File: src/rtl/sreg_pkg.sv
package sreg_pkg;

  typedef enum logic [2:0] {
    ST_HDR,
    ST_PADDR,
    ST_PDATA,
    ST_RADDR,
    ST_RDATA,
    ST_DROP
  } seq_st_e;

  // address lies inside the decoded map
  function automatic logic in_map(input logic [6:0] a, input logic [6:0] top);
    return (a <= top);
  endfunction

  // next address of a run: FIFO window holds, others climb and saturate
  function automatic logic [6:0] run_step(input logic [6:0] a, input logic [6:0] fifo_top);
    if (a <= fifo_top || a == 7'h7F) return a;
    return a + 7'd1;
  endfunction

  function automatic seq_st_e hdr_decode(input logic [7:0] h, input logic [7:0] pairs,
                                         input logic [7:0] run);
    if (h == pairs) return ST_PADDR;
    if (h == run) return ST_RADDR;
    return ST_DROP;
  endfunction

endpackage

File: src/rtl/sreg_sync.sv
module sreg_sync #(
  parameter int W = 1,
  parameter int STAGES = 2,
  parameter logic [W-1:0] RST_VAL = '0
) (
  input  logic         clk,
  input  logic         rst_n,
  input  logic [W-1:0] d,
  output logic [W-1:0] q
);
  logic [STAGES-1:0][W-1:0] pipe;

  always_ff @(posedge clk or negedge rst_n) begin
    if (!rst_n) begin
      for (int s = 0; s < STAGES; s++) pipe[s] <= RST_VAL;
    end else begin
      pipe[0] <= d;
      for (int s = 1; s < STAGES; s++) pipe[s] <= pipe[s-1];
    end
  end

  assign q = pipe[STAGES-1];
endmodule

File: src/rtl/sreg_shift.sv
module sreg_shift (
  input  logic       clk,
  input  logic       rst_n,
  input  logic       sck_s,
  input  logic       mosi_s,
  input  logic       cs_act,
  input  logic       load_rd,
  input  logic [7:0] rd_data,
  output logic       byte_vld,
  output logic [7:0] byte_val,
  output logic       miso
);
  logic       sck_d;
  logic [2:0] bit_cnt;
  logic [6:0] rx_sr;
  logic [7:0] tx_sr;

  wire sck_rise  = sck_s & ~sck_d;
  wire sck_fall  = ~sck_s & sck_d;
  wire byte_done = cs_act & sck_rise & (bit_cnt == 3'd7);

  always_ff @(posedge clk or negedge rst_n) begin
    if (!rst_n) begin
      sck_d    <= 1'b0;
      bit_cnt  <= '0;
      rx_sr    <= '0;
      byte_val <= '0;
      byte_vld <= 1'b0;
    end else begin
      sck_d    <= sck_s;
      byte_vld <= byte_done;
      if (!cs_act) begin
        bit_cnt <= '0;
      end else if (sck_rise) begin
        bit_cnt <= bit_cnt + 3'd1;
        rx_sr   <= {rx_sr[5:0], mosi_s};
        if (bit_cnt == 3'd7) byte_val <= {rx_sr, mosi_s};
      end
    end
  end

  always_ff @(posedge clk or negedge rst_n) begin
    if (!rst_n) begin
      tx_sr <= '0;
      miso  <= 1'b0;
    end else if (!cs_act) begin
      tx_sr <= '0;
      miso  <= 1'b0;
    end else if (load_rd) begin
      tx_sr <= rd_data;
    end else if (byte_vld) begin
      tx_sr <= '0;
    end else if (sck_fall) begin
      miso  <= tx_sr[7];
      tx_sr <= {tx_sr[6:0], 1'b0};
    end
  end

  // one byte event per eighth rising edge
  a_r1_byte_single: assert property (@(posedge clk) disable iff (!rst_n)
    byte_vld |=> !byte_vld);
  // output line moves only after a falling serial edge or deselect
  a_r1_miso_on_fall: assert property (@(posedge clk) disable iff (!rst_n)
    !$stable(miso) |-> ($past(sck_fall) || $past(!cs_act)));
  // deselect silences the output line
  a_r9_miso_idle: assert property (@(posedge clk) disable iff (!rst_n)
    !cs_act |=> !miso);
endmodule

File: src/rtl/sreg_seq.sv
module sreg_seq
  import sreg_pkg::*;
#(
  parameter logic [7:0] HDR_PAIRS = 8'h41,
  parameter logic [7:0] HDR_RUN   = 8'h43,
  parameter logic [6:0] MAP_TOP   = 7'h6F,
  parameter logic [6:0] FIFO_TOP  = 7'h1F
) (
  input  logic       clk,
  input  logic       rst_n,
  input  logic       cs_act,
  input  logic       byte_vld,
  input  logic [7:0] byte_val,
  output logic       reg_rd,
  output logic       reg_wr,
  output logic [6:0] reg_addr,
  output logic [7:0] reg_wdata,
  output logic       load_rd
);
  seq_st_e    st;
  logic [6:0] ptr;
  logic       dir_rd;

  wire [6:0] b_addr = byte_val[6:0];
  wire [6:0] ptr_nx = run_step(ptr, FIFO_TOP);

  always_ff @(posedge clk or negedge rst_n) begin
    if (!rst_n) begin
      st        <= ST_HDR;
      ptr       <= '0;
      dir_rd    <= 1'b0;
      reg_rd    <= 1'b0;
      reg_wr    <= 1'b0;
      reg_addr  <= '0;
      reg_wdata <= '0;
      load_rd   <= 1'b0;
    end else begin
      reg_rd  <= 1'b0;
      reg_wr  <= 1'b0;
      load_rd <= reg_rd;
      if (!cs_act) begin
        st <= ST_HDR;
      end else if (byte_vld) begin
        unique case (st)
          ST_HDR: st <= hdr_decode(byte_val, HDR_PAIRS, HDR_RUN);
          ST_PADDR, ST_RADDR: begin
            ptr      <= b_addr;
            reg_addr <= b_addr;
            dir_rd   <= byte_val[7];
            reg_rd   <= byte_val[7] & in_map(b_addr, MAP_TOP);
            st       <= (st == ST_PADDR) ? ST_PDATA : ST_RDATA;
          end
          ST_PDATA: begin
            reg_addr  <= ptr;
            reg_wdata <= byte_val;
            reg_wr    <= !dir_rd & in_map(ptr, MAP_TOP);
            st        <= ST_PADDR;
          end
          ST_RDATA: begin
            ptr <= ptr_nx;
            if (dir_rd) begin
              reg_addr <= ptr_nx;
              reg_rd   <= in_map(ptr_nx, MAP_TOP);
            end else begin
              reg_addr  <= ptr;
              reg_wdata <= byte_val;
              reg_wr    <= in_map(ptr, MAP_TOP);
            end
          end
          default: st <= ST_DROP;
        endcase
      end
    end
  end

  // strobes exclusive and single-cycle
  a_r10_exclusive: assert property (@(posedge clk) disable iff (!rst_n)
    !(reg_wr && reg_rd));
  a_r10_wr_single: assert property (@(posedge clk) disable iff (!rst_n)
    reg_wr |=> !reg_wr);
  a_r10_rd_single: assert property (@(posedge clk) disable iff (!rst_n)
    reg_rd |=> !reg_rd);
  // no strobe outside the map
  a_r7_in_map: assert property (@(posedge clk) disable iff (!rst_n)
    (reg_wr || reg_rd) |-> (reg_addr <= MAP_TOP));
  // a write follows a completed byte
  a_r3_wr_after_byte: assert property (@(posedge clk) disable iff (!rst_n)
    reg_wr |-> $past(byte_vld));
  // deselect stops all bus traffic
  a_r9_abort_quiet: assert property (@(posedge clk) disable iff (!rst_n)
    !cs_act |=> (!reg_wr && !reg_rd));
endmodule

File: src/rtl/sreg_cmd_decoder.sv
module sreg_cmd_decoder #(
  parameter logic [7:0] HDR_PAIRS   = 8'h41,
  parameter logic [7:0] HDR_RUN     = 8'h43,
  parameter logic [6:0] MAP_TOP     = 7'h6F,
  parameter logic [6:0] FIFO_TOP    = 7'h1F,
  parameter int         SYNC_STAGES = 2
) (
  input  logic       clk,
  input  logic       rst_n,
  input  logic       spi_sck,
  input  logic       spi_cs_n,
  input  logic       spi_mosi,
  output logic       spi_miso,
  output logic       reg_rd,
  output logic       reg_wr,
  output logic [6:0] reg_addr,
  output logic [7:0] reg_wdata,
  input  logic [7:0] reg_rdata
);
  localparam int SYNC_W = 3;

  logic [SYNC_W-1:0] sync_q;
  logic       byte_vld;
  logic [7:0] byte_val;
  logic       load_rd;

  // bit 2: serial clock, bit 1: chip select (idles high), bit 0: data in
  sreg_sync #(.W(SYNC_W), .STAGES(SYNC_STAGES), .RST_VAL(3'b010)) u_sync (
    .clk(clk), .rst_n(rst_n),
    .d({spi_sck, spi_cs_n, spi_mosi}),
    .q(sync_q)
  );

  wire cs_act = ~sync_q[1];

  sreg_shift u_shift (
    .clk(clk), .rst_n(rst_n),
    .sck_s(sync_q[2]), .mosi_s(sync_q[0]), .cs_act(cs_act),
    .load_rd(load_rd), .rd_data(reg_rdata),
    .byte_vld(byte_vld), .byte_val(byte_val), .miso(spi_miso)
  );

  sreg_seq #(.HDR_PAIRS(HDR_PAIRS), .HDR_RUN(HDR_RUN),
             .MAP_TOP(MAP_TOP), .FIFO_TOP(FIFO_TOP)) u_seq (
    .clk(clk), .rst_n(rst_n),
    .cs_act(cs_act), .byte_vld(byte_vld), .byte_val(byte_val),
    .reg_rd(reg_rd), .reg_wr(reg_wr), .reg_addr(reg_addr),
    .reg_wdata(reg_wdata), .load_rd(load_rd)
  );

  // read data loaded after the read strobe, never together with a new byte
  a_r4_load_gap: assert property (@(posedge clk) disable iff (!rst_n)
    byte_vld |=> !load_rd);
endmodule

File: config.mk
export PLATFORM = sky130hd
export DESIGN_NAME = sreg_cmd_decoder
export DESIGN_NICKNAME = d
export VERILOG_FILES = /design/src/rtl/sreg_pkg.sv /design/src/rtl/sreg_sync.sv /design/src/rtl/sreg_shift.sv /design/src/rtl/sreg_seq.sv /design/src/rtl/sreg_cmd_decoder.sv
export SDC_FILE = /design/constraint.sdc
export NUM_CORES = 1
export LEC_CHECK = 0
export BUFFER_PORTS_ARGS = -buffer_cell sky130_fd_sc_hd__clkbuf_2
export CAP_MARGIN = 25
export CELL_PAD_IN_SITES_DETAIL_PLACEMENT = 1
export CELL_PAD_IN_SITES_GLOBAL_PLACEMENT = 2
export CORE_MARGIN = 10
export CORE_UTILIZATION = 39
export CTS_CLUSTER_DIAMETER = 200
export CTS_CLUSTER_SIZE = 24
export DETAILED_ROUTE_END_ITERATION = 6
export PLACE_DENSITY_LB_ADDON = 0.12
export SLEW_MARGIN = 20
export SYNTH_ARGS = -nofsm -noshare
export SYNTH_HDL_FRONTEND = slang
export SYNTH_HIERARCHICAL = 1
export SYNTH_SLANG_ARGS = --single-unit
File: constraint.sdc
create_clock -name clk -period 2.5 [get_ports clk]
set_clock_uncertainty 0.15 [all_clocks]
set_input_delay 0.5 -clock clk [delete_from_list [all_inputs] [get_ports clk]]
set_output_delay 0.5 -clock clk [all_outputs]
set_load 0.1 [all_outputs]
==> metrics.md <==
| Metric | Value |
|---|---|
| Post-DRT Antenna Nets | `0` |
| CTS tree | `yes` |
| Mean Syn Cell Area | `10.7 sq um` |
| Layout Nets | `341` |
| Clock root cell | `clkbuf_8` |
| EDFF count, synth | `0` |
| Dpl cells | `416` |
| Pwr per Cell Area | `around 600 mW/mm^2` |
| Max clock buf depth | `2` |
| RD Place Congestion | `0.855` |
| WHS | `0.0184 ns` |
| Antenna violations before repair | `0` |
| Io pins | `31` |
| Fillers | `903` |
| DP Wirelength | `5.55 mm` |
| Total GRT Usage | `0.132` |
| Grt ovf | `0` |
| Design area | `0.00364 sq mm` |
| Final Hold Vio Count | `0` |
| Mapped Area | `0.00318 sq mm` |
| Final period utilization | `0.885` |
| DR vias/cell | `roughly 5.6` |
| First-pass DRT Iterations | `4` |
| Worst Setup End Kind | `flop` |
| Unrepaired setup endpoints after global routing | `false` |
| Final min period | `approximately 2.2 ns` |
| Number of core rows | `32` |
| Core ar. | `0.00785 sq mm` |
| Largest net degree at the start of global routing | `65` |
| Post-synthesis cell count | `approximately 300` |
| Worst path required time | `around 2.5 ns` |
| Status | `finished, final reports clean` |
| Final setup fails | `0` |
| Resized Gates After CTS | `0` |
| Worst Tran Pin Value | `0.776 ns` |
| Area Overhead vs Synth | `14.4%` |
| Chip width | `approximately 110 um` |
| # diodes | `0` |
| Overall routed net length | `7.68 mm` |
| Initial DRC count | `75` |
| Leakage | `0.00172 uW` |
| Die Area | `0.0122 sq mm` |
| Max Fclk | `about 450 MHz` |
| Num Clock Sinks | `64` |
| Setup tns final | `0 ns` |
| Share of cells above drive strength 1 | `0.267` |
| Register area share after synthesis | `0.504` |
| Class of the worst hold path | `in2async` |
| Relative slew slack | `0.481` |
| Synth async-reset ratio | `1.00` |
| Register area | `0.00160 sq mm` |
| I/O Buffers | `30` |
| Initial Util | `0.405` |
| Dpl cell area | `0.00343 sq mm` |
| VDD IR max | `0.324 mV` |
| CTS buffer count | `9` |
| Post CTS Setup Buffer Count | `0` |
| Ys Warns | `6` |
| Vias in the first global route | `between 2000 and 2500` |
| Reg clk slew, reported paths | `0.08 ns` |
| WS Path Type | `reg2reg` |
| Multi-input logic area | `0.00145 sq mm` |
| Slew Limit Fails | `0` |
| DR DRC count | `0` |
| R2R depth | `6` |
| Wire per inst | `approximately 18 um` |
| DR vias | `2418` |
| Worst-path fanout max | `12` |
| Net Count, Synth | `roughly 310` |
| Yosys reg bits | `64` |
| Top_reg_cell synth | `dfrtp_1` |
| Cell variety after synth | `54` |
| CP arrival | `2.25 ns` |
| Worst skew pair latency | `roughly 0.34 ns` |
| Hold buffers post-CTS | `0` |
| Post-Layout Cell Count | `432` |
| Startpoint Class | `flop` |
| H-Tree Depth | `3` |
| Post-Route Utilization | `0.464` |
| First-pass GRT wire length | `12.5 mm` |
| Die H | `~110 um` |
| Max-Cap Viols | `0` |
[layout make-up]
class	count	area share
inverters	6	0.00619
multi-input cells	205	0.398
clock buffers	12	0.0426
repair buffers	39	0.0633
well taps	102	0.0351
clock inverters	4	0.0144
flip-flops and latches	64	0.441
[path summary, 6_finish.rpt]
path	startpoint	to	slack, ns
max	u_seq/ptr[1]	u_seq/reg_addr[5]	0.29
min	rst_n	u_sync/q[2]	0.02
max reg2reg	u_seq/ptr[1]	u_seq/reg_addr[5]	0.29
min reg2reg	u_sync/pipe[0]	u_sync/q[0]	0.20
max in group asynchronous	rst_n	u_sync/pipe[1]	1.87
min in group clk	spi_cs_n	u_sync/pipe[1]	0.09
[state kept, by name, summed over array words and instances (netlist names)]
signal	cells
u_seq/reg_rd	1
u_shift/bit_cnt	3
u_seq/dir_rd	1
u_seq/reg_addr	7
u_shift/tx_sr	8
u_seq/ptr	7
u_shift/byte_val	8
u_shift/byte_vld	1
u_seq/load_rd	1
u_seq/reg_wdata	8
u_sync/q	3
u_sync/pipe	3
u_shift/rx_sr	7
u_shift/sck_d	1
u_seq/st	3
u_seq/reg_wr	1
u_shift/miso	1
[power by group]
part,switching [uW],leakage [uW],internal (uW),total (uW)
Sequential,37.5,0.000856,1100,1140
Combinational,58.9,0.000756,66.9,126
Clock,407,0.000107,517,924
[logic make-up (layout without fill, tap and decap cells)]
family / Yosys count / after routing / share of synthesized area
simple gates: 92 / 92 / 0.164
mux: 32 / 32 / 0.112
xor+xnor: 1 / 1 / 0.00275
flops: 64 / 64 / 0.504
buf+inv: 27 / 61 / 0.0413
fa+ha+maj: 3 / 3 / 0.0118
compound gates: 77 / 77 / 0.164
[cell usage after synthesis, types with 3 or more instances]
| library cell | instances | area share |
|---|---|---|
| a21o_1 | 3 | 0.0071 |
| a21oi_1 | 15 | 0.024 |
| a221oi_1 | 3 | 0.0083 |
| a2bb2oi_1 | 8 | 0.022 |
| a31oi_1 | 6 | 0.012 |
| and2_1 | 6 | 0.012 |
| and3_1 | 6 | 0.012 |
| buf_2 | 6 | 0.0094 |
| buf_4 | 6 | 0.014 |
| clkbuf_1 | 9 | 0.011 |
| dfrtp_1 | 62 | 0.49 |
| ha_1 | 3 | 0.012 |
| inv_1 | 6 | 0.0071 |
| mux2_1 | 4 | 0.014 |
| mux2_2 | 20 | 0.071 |
| mux2i_1 | 7 | 0.022 |
| nand2_1 | 23 | 0.027 |
| nand2b_1 | 4 | 0.0079 |
| nand3_1 | 6 | 0.0094 |
| nor2_1 | 18 | 0.021 |
| nor2b_1 | 8 | 0.016 |
| nor3b_1 | 3 | 0.0071 |
| o21a_1 | 5 | 0.012 |
| o21ai_0 | 17 | 0.027 |
| o21bai_1 | 3 | 0.0071 |
[cells in the final DEF (no fill, tap or decap), types with 4 or more instances in the layout]
cell type  instances
a21oi_1           15
a2bb2oi_1          8
a31oi_1            6
and2_1             6
and3_1             6
buf_4              8
clkbuf_2          29
clkbuf_8          11
dfrtp_1           62
inv_1              6
mux2_1             4
mux2_2            20
mux2i_1            7
nand2_1           23
nand2b_1           4
nand3_1            6
nor2_1            18
nor2b_1            8
o21a_1             5
o21ai_0           17
[metrics by stage]
step / power (uW) / setup slack (ns)
detailed placement: 1290 / 0.319
global placement: 1280 / 0.403
floorplan: 1230 / 0.666
global route: 2300 / 0.0899
CTS: 2220 / 0.296
finish: 2190 / 0.288
[critical path, cell delays in order, from the launching register on]
cell,delay (ns)
dfrtp_1,0.49
ha_1,0.45
nor3b_1,0.30
o21bai_1,0.16
a211oi_1,0.08
a222oi_1,0.34
o21ai_1,0.09
[per-layer routing]
layer,track usage,share of wire,wire length [um],vias up
li1,-,-,-,1131
met4,0.0569,0.017,130,0
met2,0.195,0.47,3630,44
met3,0.0319,0.050,387,14
met1,0.181,0.46,3530,1229
met5,0,0,0,-
Power figures use the tool's default switching activity.
